<file path="src/rtl/adc_pp_pkg.sv">
package adc_pp_pkg;

    typedef enum logic [2:0] {
        MODE_PASS  = 3'b000,
        MODE_ACCUM = 3'b001,
        MODE_AVG   = 3'b010,
        MODE_BURST = 3'b011,
        MODE_LPF   = 3'b100
    } pp_mode_e;

    function automatic logic mode_is_avg(input logic [2:0] m);
        return (m == MODE_AVG) || (m == MODE_BURST);
    endfunction

    function automatic logic mode_is_summing(input logic [2:0] m);
        return (m == MODE_ACCUM) || mode_is_avg(m) || (m == MODE_LPF);
    endfunction

endpackage

</file>
<file path="src/rtl/adc_pp_arith.sv">
module adc_pp_arith #(
    parameter int DATA_W = 10,
    parameter int ACC_W  = 18
) (
    input  logic [ACC_W-1:0]  acc_base,
    input  logic [DATA_W-1:0] sample,
    input  logic [2:0]        shift,
    input  logic              leak_en,
    output logic [ACC_W-1:0]  acc_next,
    output logic              sat_hit,
    output logic [ACC_W-1:0]  acc_shr
);
    localparam int EXT_W = ACC_W + 1;

    logic [EXT_W-1:0] base_x;
    logic [EXT_W-1:0] samp_x;
    logic [EXT_W-1:0] leak_x;
    logic [EXT_W-1:0] sum_x;

    always_comb begin
        base_x = {1'b0, acc_base};
        samp_x = EXT_W'(sample);
        // leak never exceeds acc_base, so the subtraction cannot wrap
        leak_x = leak_en ? {1'b0, (acc_base >> shift)} : '0;
        sum_x  = base_x + samp_x - leak_x;
        sat_hit  = sum_x[ACC_W];
        acc_next = sat_hit ? {ACC_W{1'b1}} : sum_x[ACC_W-1:0];
        acc_shr  = acc_next >> shift;
    end

endmodule

</file>
<file path="src/rtl/adc_pp_clear_seq.sv">
module adc_pp_clear_seq #(
    parameter int CLR_CYCLES = 3
) (
    input  logic clk,
    input  logic rst_n,
    input  logic clear_req,
    output logic start_o,
    output logic busy_o
);
    localparam int CW = $clog2(CLR_CYCLES + 1);

    typedef struct packed {
        logic          busy;
        logic [CW-1:0] left;
    } clr_state_t;

    clr_state_t s_d, s_q;

    always_comb begin
        s_d     = s_q;
        start_o = clear_req && !s_q.busy;
        if (start_o) begin
            s_d.busy = 1'b1;
            s_d.left = CW'(CLR_CYCLES - 1);
        end else if (s_q.busy) begin
            if (s_q.left == '0) begin
                s_d.busy = 1'b0;
            end else begin
                s_d.left = s_q.left - 1'b1;
            end
        end
    end

    always_ff @(posedge clk) begin
        if (!rst_n) begin
            s_q <= '0;
        end else begin
            s_q <= s_d;
        end
    end

    assign busy_o = s_q.busy;

endmodule

</file>
<file path="src/rtl/adc_postproc_acc.sv">
module adc_postproc_acc
    import adc_pp_pkg::*;
#(
    parameter int DATA_W     = 10,
    parameter int ACC_W      = 18,
    parameter int CNT_W      = 8,
    parameter int CLR_CYCLES = 3
) (
    input  logic              clk,
    input  logic              rst_n,
    input  logic              sample_valid,
    input  logic [DATA_W-1:0] sample_data,
    input  logic              conv_start,
    input  logic [2:0]        mode,
    input  logic [2:0]        shift_sel,
    input  logic              prev_src_sel,
    input  logic              clear_req,
    input  logic [CNT_W-1:0]  repeat_cnt,
    output logic [ACC_W-1:0]  acc_o,
    output logic [CNT_W-1:0]  cnt_o,
    output logic              ovf_o,
    output logic [ACC_W-1:0]  filt_o,
    output logic [ACC_W-1:0]  prev_o,
    output logic              clear_busy_o,
    output logic              done_o
);
    typedef struct packed {
        logic [ACC_W-1:0]  acc;
        logic [CNT_W-1:0]  cnt;
        logic              ovf;
        logic [ACC_W-1:0]  filt;
        logic [ACC_W-1:0]  prev;
        logic [DATA_W-1:0] raw;
        logic              done;
        logic              restart;
    } pp_state_t;

    pp_state_t s_d, s_q;

    logic             clr_start;
    logic             clr_busy;
    logic [ACC_W-1:0] arith_base;
    logic [ACC_W-1:0] arith_next;
    logic             arith_sat;
    logic [ACC_W-1:0] arith_shr;
    logic             avg_restart;
    logic [CNT_W-1:0] cnt_base;
    logic [CNT_W-1:0] cnt_inc;
    logic             accept;

    adc_pp_clear_seq #(.CLR_CYCLES(CLR_CYCLES)) u_clr (
        .clk       (clk),
        .rst_n     (rst_n),
        .clear_req (clear_req),
        .start_o   (clr_start),
        .busy_o    (clr_busy)
    );

    adc_pp_arith #(.DATA_W(DATA_W), .ACC_W(ACC_W)) u_arith (
        .acc_base (arith_base),
        .sample   (sample_data),
        .shift    (shift_sel),
        .leak_en  (mode == MODE_LPF),
        .acc_next (arith_next),
        .sat_hit  (arith_sat),
        .acc_shr  (arith_shr)
    );

    always_comb begin
        avg_restart = mode_is_avg(mode) && s_q.restart;
        arith_base  = avg_restart ? '0 : s_q.acc;
        cnt_base    = avg_restart ? '0 : s_q.cnt;
        cnt_inc     = (&cnt_base) ? cnt_base : cnt_base + 1'b1;
        accept      = sample_valid && !clr_busy && !clr_start;
    end

    always_comb begin
        s_d      = s_q;
        s_d.done = 1'b0;

        if (sample_valid) begin
            s_d.raw = sample_data;
        end

        if (clr_start) begin
            s_d.acc     = '0;
            s_d.cnt     = '0;
            s_d.ovf     = 1'b0;
            s_d.restart = 1'b0;
        end else if (accept) begin
            s_d.done = 1'b1;
            if (mode_is_summing(mode)) begin
                s_d.acc = arith_next;
                s_d.cnt = cnt_inc;
                s_d.ovf = s_q.ovf | arith_sat;
                if (mode_is_avg(mode)) begin
                    s_d.restart = (cnt_inc >= repeat_cnt);
                    s_d.done    = s_d.restart;
                    if (s_d.restart) begin
                        s_d.filt = arith_shr;
                    end
                end else begin
                    s_d.filt = arith_shr;
                end
            end else begin
                s_d.filt = ACC_W'(sample_data);
            end
        end

        if (conv_start) begin
            s_d.prev = prev_src_sel ? s_q.filt : ACC_W'(s_q.raw);
        end
    end

    always_ff @(posedge clk) begin
        if (!rst_n) begin
            s_q <= '0;
        end else begin
            s_q <= s_d;
        end
    end

    assign acc_o        = s_q.acc;
    assign cnt_o        = s_q.cnt;
    assign ovf_o        = s_q.ovf;
    assign filt_o       = s_q.filt;
    assign prev_o       = s_q.prev;
    assign done_o       = s_q.done;
    assign clear_busy_o = clr_busy;

endmodule

</file>
<file path="config.mk">
export PLATFORM = sky130hd
export DESIGN_NAME = adc_postproc_acc
export DESIGN_NICKNAME = d
export VERILOG_FILES = /design/src/rtl/adc_pp_pkg.sv /design/src/rtl/adc_pp_arith.sv /design/src/rtl/adc_pp_clear_seq.sv /design/src/rtl/adc_postproc_acc.sv
export SDC_FILE = /design/constraint.sdc
export NUM_CORES = 1
export LEC_CHECK = 0
export ABC_CLOCK_PERIOD_IN_PS = 5900
export BUFFER_PORTS_ARGS = -buffer_cell sky130_fd_sc_hd__buf_2
export CORE_MARGIN = 3
export CORE_UTILIZATION = 60
export DETAILED_ROUTE_END_ITERATION = 7
export PLACE_DENSITY = 0.82
export SLEW_MARGIN = 0
export SYNTH_ARGS = -nofsm -noshare
export SYNTH_HDL_FRONTEND = slang
export SYNTH_HIERARCHICAL = 1
export SYNTH_SLANG_ARGS = --single-unit
</file>
<file path="constraint.sdc">
create_clock -name clk -period 5.9 [get_ports clk]
set_clock_uncertainty 0.05 [all_clocks]
set_input_delay 0.885 -clock clk [delete_from_list [all_inputs] [get_ports clk]]
set_output_delay 0.885 -clock clk [all_outputs]
set_load 0.01 [all_outputs]
</file>
# == Yosys cells after proc, flatten, opt, wreduce, memory -nomap -nowiden ==
# Index checks and enable logic that the tools add are counted.
# Widths: inputs -> output; s select.
# totals
reg_bits,78
latchBits,0
ram_bits,0
romBits,0
output_inout_bits,65
elab_cells,63
n_memories,0
# classes
n_addsub,4
mul,0
div_mod_pow,0
magnitude_cmp,1
eq_ne,6
n_shift,2
muxes,15
n_bitwise,5
reduce_logical,19
# op_table
operator,n
$mux 18,7
$shr 18x3->18,2
$add 18x10->19,1
$sub 19x19->19,1
$mux 8,2
$add 8x1->8 const B,1
$ge 8x8->1,1
$reduce_and 8->1,1
$eq 3x2->1 const B,2
$mux 2,3
$mux 3,2
$reduce_and 2->1,3
$reduce_and 3->1,2
$logic_and 1x1->1,4
$not 1->1,4
$eq 3x1->1 const B,1
$eq 3x3->1 const B,1
$logic_or 1x1->1,3
$ne 3x2->1 const B,1
$reduce_or 3->1,1
$logic_not 1->1,2
$logic_not 2->1,1
$ne 2x2->1 const B,1
$reduce_bool 2->1,1
other kinds (4),4

# == Depth between registers and ports, before layout ==
# Gate-level depths: netlist of the first run.
# depth
ltp_word,12
mapped_depth,25
depth_no_buf,20

# == Cells and area by module ==
# The synthesis of the first run kept the hierarchy.
# by_module_without_submodules
mod,instances,cells_per_inst,area_each_um2
adc_postproc_acc,1,481,4052.6
adc_pp_arith,1,421,3080.5
adc_pp_clear_seq,1,13,140.1

# == Worst setup path before layout of the first run ==
# Ideal clock, no wire load.
# synth_timing
path_type,input-to-reg
startpoint,input port shift_sel[0]
endpoint,"register s_q, in the netlist filt_o[5]"
arrival_time_ps,5192
t_required_ps,5729
path_slack_ps,537
cell_stages,22
path_buffers,5
path_cell_list,buf_2 > buf_1 > clkbuf_1 > mux4_2 > nand2_1 > a21boi_0 > fa_1 > inv_1 > ha_1 > and3_1 > a221oi_2 > o21ai_0 > a31oi_1 > and2_1 > buf_6 > inv_4 > buf_6 > nor3_1 > a31oi_1 > mux2_2 > nand2_1 > mux2i_1
# synth_via
elab_chain_len,8
# synth_lines
item,line,rtl
from (decl),adc_postproc_acc.sv:15,"input logic [2:0] shift_sel,"
$shr 18x3->18 (*),adc_pp_arith.sv:24,"leak_x = leak_en ? {1'b0, (acc_base >> shift)} : '0;"
$mux 18 (*),adc_pp_arith.sv:24,
$sub 19x19->19 (*),adc_pp_arith.sv:25,sum_x = base_x + samp_x - leak_x;
via arith_sat,adc_postproc_acc.sv:44,logic arith_sat;
$mux 18 (*),adc_pp_arith.sv:27,acc_next = sat_hit ? {ACC_W{1'b1}} : sum_x[ACC_W-1:0];
$shr 18x3->18 (*),adc_pp_arith.sv:28,acc_shr = acc_next >> shift;
via arith_shr[5],adc_postproc_acc.sv:45,logic [ACC_W-1:0] arith_shr;
$mux 18,adc_postproc_acc.sv:99,if (s_d.restart) begin
$mux 18 (*),adc_postproc_acc.sv:96,if (mode_is_avg(mode)) begin
$mux 18 (*),adc_postproc_acc.sv:92,if (mode_is_summing(mode)) begin
to (signal assigned),adc_postproc_acc.sv:117,s_q <= '0;
to (signal assigned),adc_postproc_acc.sv:119,s_q <= s_d;
to (decl),adc_postproc_acc.sv:38,"pp_state_t s_d, s_q;"
# The timed path passes the listed nets; every way through them passes the cells marked *. The select of a mux whose other input is x is not followed.
# A chain may end at the register's enable or synchronous reset.

# == Worst setup path after layout of the first run ==
# layout_timing
startpoint,input port mode[2]
endpoint,"register s_q, in the netlist filt_o[11]"
# layout_via
elab_chain_len,12
elab_cells_between_ends,25
# layout_lines
item,line,rtl
from (decl),adc_postproc_acc.sv:14,"input logic [2:0] mode,"
$eq 3x2->1,adc_pp_pkg.sv:12,return (m == MODE_AVG) || (m == MODE_BURST);
$logic_or 1x1->1 (*),adc_pp_pkg.sv:12,
$logic_and 1x1->1 (*),adc_postproc_acc.sv:70,avg_restart = mode_is_avg(mode) && s_q.restart;
$mux 18 (*),adc_postproc_acc.sv:71,arith_base = avg_restart ? '0 : s_q.acc;
via arith_base[8],adc_postproc_acc.sv:42,logic [ACC_W-1:0] arith_base;
"parallel branches: the longest is 2 deep, another holds $add 18x10->19",-,
$sub 19x19->19 (*),adc_pp_arith.sv:25,
$mux 18 (*),adc_pp_arith.sv:27,
$shr 18x3->18 (*),adc_pp_arith.sv:28,
via arith_shr[11],adc_postproc_acc.sv:45,
$mux 18,adc_postproc_acc.sv:99,
$mux 18 (*),adc_postproc_acc.sv:96,
$mux 18 (*),adc_postproc_acc.sv:92,
# Mark *: on every way through the listed nets, which the timed path passes. The select of a mux whose other input is x is not followed.

==> reports/metrics.yaml, run 1 <==
dieArea_sq_um: 13500
grt_max_degree: 72
final_cell_mix: "nand2_1, buf_2, dfxtp_1, a21oi_1, inv_1"
synth_area_leader_cell: "dfxtp_1"
r2r-start: "s_q[0]$_SDFFE_PP0P_"
hold_class: "flop to flop"
core_area_sq_um: 11600
clk_latency_ps: 340
final_nets: 1015
cts_root_buf: "clkbuf_16"
power.leakage_nw: 3.50
endpoint: "filt_o[11]$_SDFFE_PN0P_"
ys_async_sr_fraction: 0
antenna_found_initial: 0
slowest_stage: "mux4_2"
synthCells: 915
min_period_over_period: 0.938
finalWorstSetupSlack_ps: 369
drt-pass1-iter-count: 5
max_freq_mhz: 181
post_cts_buffers: 0
wire_per_inst_microns: 17.5
ir_drop_v: 0.000160
cts_max_path_buffers: 2
ctsHoldBuffers: 0
grt_pass1_vias: 6176
cts_tree: "built"
mappedNetlistArea_sq_um: 7270
final_cells: 1087
cp.required_ps: 6110
yosysSeqAreaShare: 0.215
r2r-end: "filt_o[11]$_SDFFE_PN0P_"
yosys_register_bits: 78
synth_warnings: 6
place_ws_ps: 12.1
setup_tns_ps: 0
startpoint: "mode[2]"
wl_microns: 19000
final_antenna_net_count: 0
final_common_cell: "nand2_1"
p_total_w: 0.00216
worstRegToRegCells: 17
slew-limit-headroom: 0.276
vias: 6684
path_class: "input port to flop"
finalCriticalPeriod_ps: 5530
post_cts_resize_count: 0
tightest_slew_ps: 1090
worst-path-max-fanout: 14
synth_edf_count: 0
grt_pass1_wl_microns: 30800
drv_cap: 0
hold_violations: 0
syn_to_final_growth_pct: 7.16
cpLargestDelayFamily: "compound AO/OA/AOI/OAI gates"
drtIter0Drc: 705
drive_above_1_share: 0.218
diodes: 0
ys.flop_type: "dfxtp_1"
ios: 95
viasPerCell: 6.15
place_inst: 1071
worstPathBufferInverterCount: 2
rrSetupSlack_ps: 720
seq_area_sq_um: 1560
routabilityCongestion: 1.00
multi_input_area_sq_um: 4760
yosysUniqueCellTypes: 75
powerDensity_nw_per_um2: 278
final_area_sq_um: 7790
dp_hpwl_microns: 14300
setup_viol: 0
cp_data_arrival_time_ps: 5740
syn_area_per_cell_sq_um: 7.95
cp.depth: 18
crit_path_end_kind: "flop"
cts.sinks: 78
num_rows: 39
cp_slowest_stage_delay_ps: 510
rsz0062_at_grt: "no"
status: "complete, no violations"
die_y_microns: 116
grt_overflow: 0
syn_nets: 991
yosys-top-cells-area: "dfxtp_1, nand2_1, buf_4"
synth_top_area_frac: 0.215
fillerInstances: 920
cts_made_buffers: 9
cts_htree_levels: 3
cts.clk_slew.worst_paths_ps: 60
grtUsageTotal: 0.283
die_w_microns: 116
drv_slew: 0
drc: 0
start_util: 0.626
io_buffers: 94
dpl_cell_area_sq_um: 7470
critPathLaunchType: "input port"
crit_chain: "buf_2 > and3b_2 > nor2b_1 > mux4_2 > nand2_1 > a21boi_0 > fa_1 > inv_1 > fa_1 > a21o_1 > a221oi_2 > o211ai_1 > and4_1 > a2111oi_2 > mux2i_1 > a211oi_1 > nand2_1 > o22ai_1"
-- worst min path at each step --
stage                                 startpoint                      to  slack (ps)  depth (start not counted)
after floorplan            acc_o[0]$_SDFFE_PP0P_   acc_o[0]$_SDFFE_PP0P_         400                          2
after global placement    prev_o[7]$_SDFFE_PN0P_  prev_o[7]$_SDFFE_PN0P_         410                          1
after detailed placement  acc_o[11]$_SDFFE_PP0P_  acc_o[11]$_SDFFE_PP0P_         410                          2
after CTS                 acc_o[11]$_SDFFE_PP0P_  acc_o[11]$_SDFFE_PP0P_         420                          2
after global routing      prev_o[2]$_SDFFE_PN0P_  prev_o[2]$_SDFFE_PN0P_         440                          1
final                     acc_o[11]$_SDFFE_PP0P_  acc_o[11]$_SDFFE_PP0P_         420                          2
-- report_power, final --
part           total, W  switching [W]  internal (W)
logic          0.000985       0.000577      0.000407
registers      0.000580      0.0000233      0.000557
clock network  0.000599       0.000226      0.000373
-- synthesized netlist by cell type (all sizes together), types with 8 or more instances --
cell type / count
fa: 10
mux2: 17
mux4: 21
a21oi: 63
nor2: 26
inv: 61
mux2i: 35
xnor2: 12
a211oi: 12
nand2b: 21
o211ai: 8
clkbuf: 32
nand3: 20
o21ai: 22
buf: 84
and3: 8
nor3: 19
dfxtp: 78
o22ai: 14
nand2: 156
nor2b: 33
o211a: 10
nand4: 8
ha: 36
a21boi: 19
-- kinds of logic (layout without fill, tap and decap cells) --
group           count (synthesis)  after routing  share of synthesized area
compound gates                195            195                      0.182
flops                          78             78                      0.215
simple gates                  326            326                      0.221
fa+ha+maj                      46             46                     0.0895
xor+xnor                       19             19                     0.0229
buf+inv                       178            207                      0.131
mux                            73             73                      0.140
-- flip-flops by register name, indices dropped and copies added (netlist names) --
name and flops:
ovf_o 1, u_clr/s_q 2, cnt_o 8, filt_o 18, u_clr/busy_o 1, prev_o 18, s_q 11, done_o 1
acc_o 18
-- layer usage --
| metal | GRT usage | share of wire | up-vias |
|---|---|---|---|
| li1 | - | - | 3197 |
| met1 | 0.369 | 0.42 | 3120 |
| met2 | 0.472 | 0.47 | 322 |
| met3 | 0.0409 | 0.079 | 45 |
| met4 | 0.116 | 0.035 | 0 |
| met5 | 0 | 0 | - |
-- area by class of cell --
cell class,instances,share of cell area
Sequential cell,78,0.200
Clock buffer,10,0.0294
Clock inverter,6,0.0120
Multi-Input combinational cell,659,0.611
Timing Repair Buffer,129,0.0941
Inverter,62,0.0302
Tap cell,143,0.0230
-- metrics by stage --
| step | hold slack (ps) | util |
|---|---|---|
| after floorplan | 395 | - |
| after global placement | 406 | 0.643 |
| after detailed placement | 411 | 0.643 |
| after CTS | 421 | 0.671 |
| after global routing | 440 | 0.671 |
| final | 418 | 0.671 |
-- worst reg2reg max path: cells and delay by family (launching register included) --
family	cells	cell delay (ps)
DFF	1	360
and+or+nand+nor	5	1020
adders and majority gates	2	940
AOI/OAI and AO/OA	7	1950
muxes	2	720
buffers and inverters	1	70
No activity file was read; power rests on OpenSTA's default activity.
==> run 2: changes to the inputs <==
- ABC_CLOCK_PERIOD_IN_PS: 5900 -> default
- CORE_UTILIZATION: 60 -> 54
- PLACE_DENSITY: 0.82 -> 0.78
- clock period: 5.9 -> 4.45 ns (I/O delays scaled with it)
==> reports/metrics.yaml, run 2 (synthesis gave the netlist of run 1 again) <==
place_inst: 1212
fin_util: 0.763
die_w_microns: 122
finalCriticalPeriod_ps: 5080
clk_latency_ps: 350
p_int_w: 0.00221
cts_made_buffers: 9
rrSetupSlack_ps: -490
setup_tns_ps: -13040
viasPerCell: 6.19
final_cells: 1255
max_freq_mhz: 197
final_area_sq_um: 9830
powerDensity_nw_per_um2: 376
status: "finished, violations left"
drv_cap: 0
cts_max_path_buffers: 2
tightest_slew_ps: 1470
setup_viol: 37
cp.required_ps: 4630
wl_microns: 25100
cp_data_arrival_time_ps: 5260
num_rows: 41
grt_pass1_wl_microns: 35300
grt_max_degree: 72
hold_class: "flop to flop"
final_antenna_net_count: 0
final_cell_mix: "buf_4, nand2_1, buf_2, dfxtp_1, inv_1"
fin_hold_ws_ps: 420
hold_violations: 0
grt_overflow: 0
swShare: 0.403
violations: "negative setup slack"
critPathLaunchType: "input port"
path_class: "input port to flop"
dieArea_sq_um: 14900
antenna_found_initial: 0
drv_slew: 0
fillerInstances: 787
core_area_sq_um: 12900
io_buffers: 94
finalWorstSetupSlack_ps: -628
final_common_cell: "buf_4"
p_switching_w: 0.00149
vias: 7770
slew-limit-headroom: 0.0230
power_frac_seq: 0.208
dp_hpwl_microns: 16100
cts_root_buf: "clkbuf_16"
cts_htree_levels: 3
cts.sinks: 78
syn_to_final_growth_pct: 35.2
drc: 0
combPwrFrac: 0.604
cts_tree: "built"
drtIter0Drc: 863
drive_above_1_share: 0.439
ir_drop_v: 0.000288
worst-path-max-fanout: 5
power.leakage_nw: 4.37
rsz0062_at_grt: "yes"
grtUsageTotal: 0.297
ios: 95
final_nets: 1154
routabilityCongestion: 1.04
die_y_microns: 122
wire_per_inst_microns: 20.0
crit_path_end_kind: "flop"
start_util: 0.565
p_clk_frac: 0.188
drt-pass1-iter-count: 6
grt_pass1_vias: 7016
diodes: 0
dpl_cell_area_sq_um: 8570
min_period_over_period: 1.14
cts.clk_slew.worst_paths_ps: 60
## run 2: cell type report
type | instances | area, sq um | area share
clock buffer | 10 | 229 | 0.0233
clock inverter | 6 | 45.0 | 0.00458
inverter | 62 | 238 | 0.0242
multi-input combinational | 659 | 5550 | 0.564
sequential | 78 | 1560 | 0.159
tap | 172 | 215 | 0.0219
timing repair buffer | 268 | 1990 | 0.203
## run 2: worst paths after layout
path,startpoint,to,depth (start not counted)
setup / recovery,mode[2],filt_o[8]$_SDFFE_PN0P_,22
hold / removal,u_clr/s_q[1]$_SDFFE_PN0P_,u_clr/busy_o$_SDFF_PN0_,2
setup reg to reg,s_q[0]$_SDFFE_PP0P_,filt_o[8]$_SDFFE_PN0P_,21
hold reg to reg,u_clr/s_q[1]$_SDFFE_PN0P_,u_clr/busy_o$_SDFF_PN0_,2
## run 2: power by group through the flow
stage / Sequential (W) / Combinational, W / Clock (W)
final: 0.000770 / 0.00223 / 0.000694
after global placement: 0.000782 / 0.00158 / 0
after global routing: 0.000774 / 0.00233 / 0.000725
after detailed placement: 0.000783 / 0.00161 / 0
after floorplan: 0.000775 / 0.00101 / 0
after CTS: 0.000768 / 0.00185 / 0.000686
## run 2: worst max-delay path, cell delays in order
cell and delay, ps:
buf_6 90, and3b_2 270, buf_12 140, buf_16 120, nor2b_2 60, mux4_2 510
mux2i_1 210, nor2b_1 100, fa_1 500, inv_2 50, ha_4 240, buf_6 130
or2_2 330, a21oi_1 250, a21oi_2 90, xor2_2 220, mux4_2 540, nor3_2 210
a31oi_1 80, mux2_4 300, nand2_2 70, mux2i_1 80
## run 2: stage by stage
step / setup slack (ps) / total power (W)
2_1_floorplan: -348 / 0.00179
3_3_place_gp: -750 / 0.00236
3_5_place_dp: -836 / 0.00239
4_1_cts: -392 / 0.00330
5_1_grt: -749 / 0.00383
6_report: -628 / 0.00370
## run 2: per-layer routing
layer,GRT usage,part of all wire
met1,0.376,0.38
met2,0.510,0.47
met3,0.0385,0.080
met4,0.124,0.065
met5,0,0
## run 2: repair_timing
item                                    CTS  global route
hold buffers                              0             0
hold endpoints to repair                  0             0
pin swaps                                43            22
resized for setup                        88            79
cloned                                    3             1
endpoints found under the setup margin   36            37
buffers inserted                         13            11
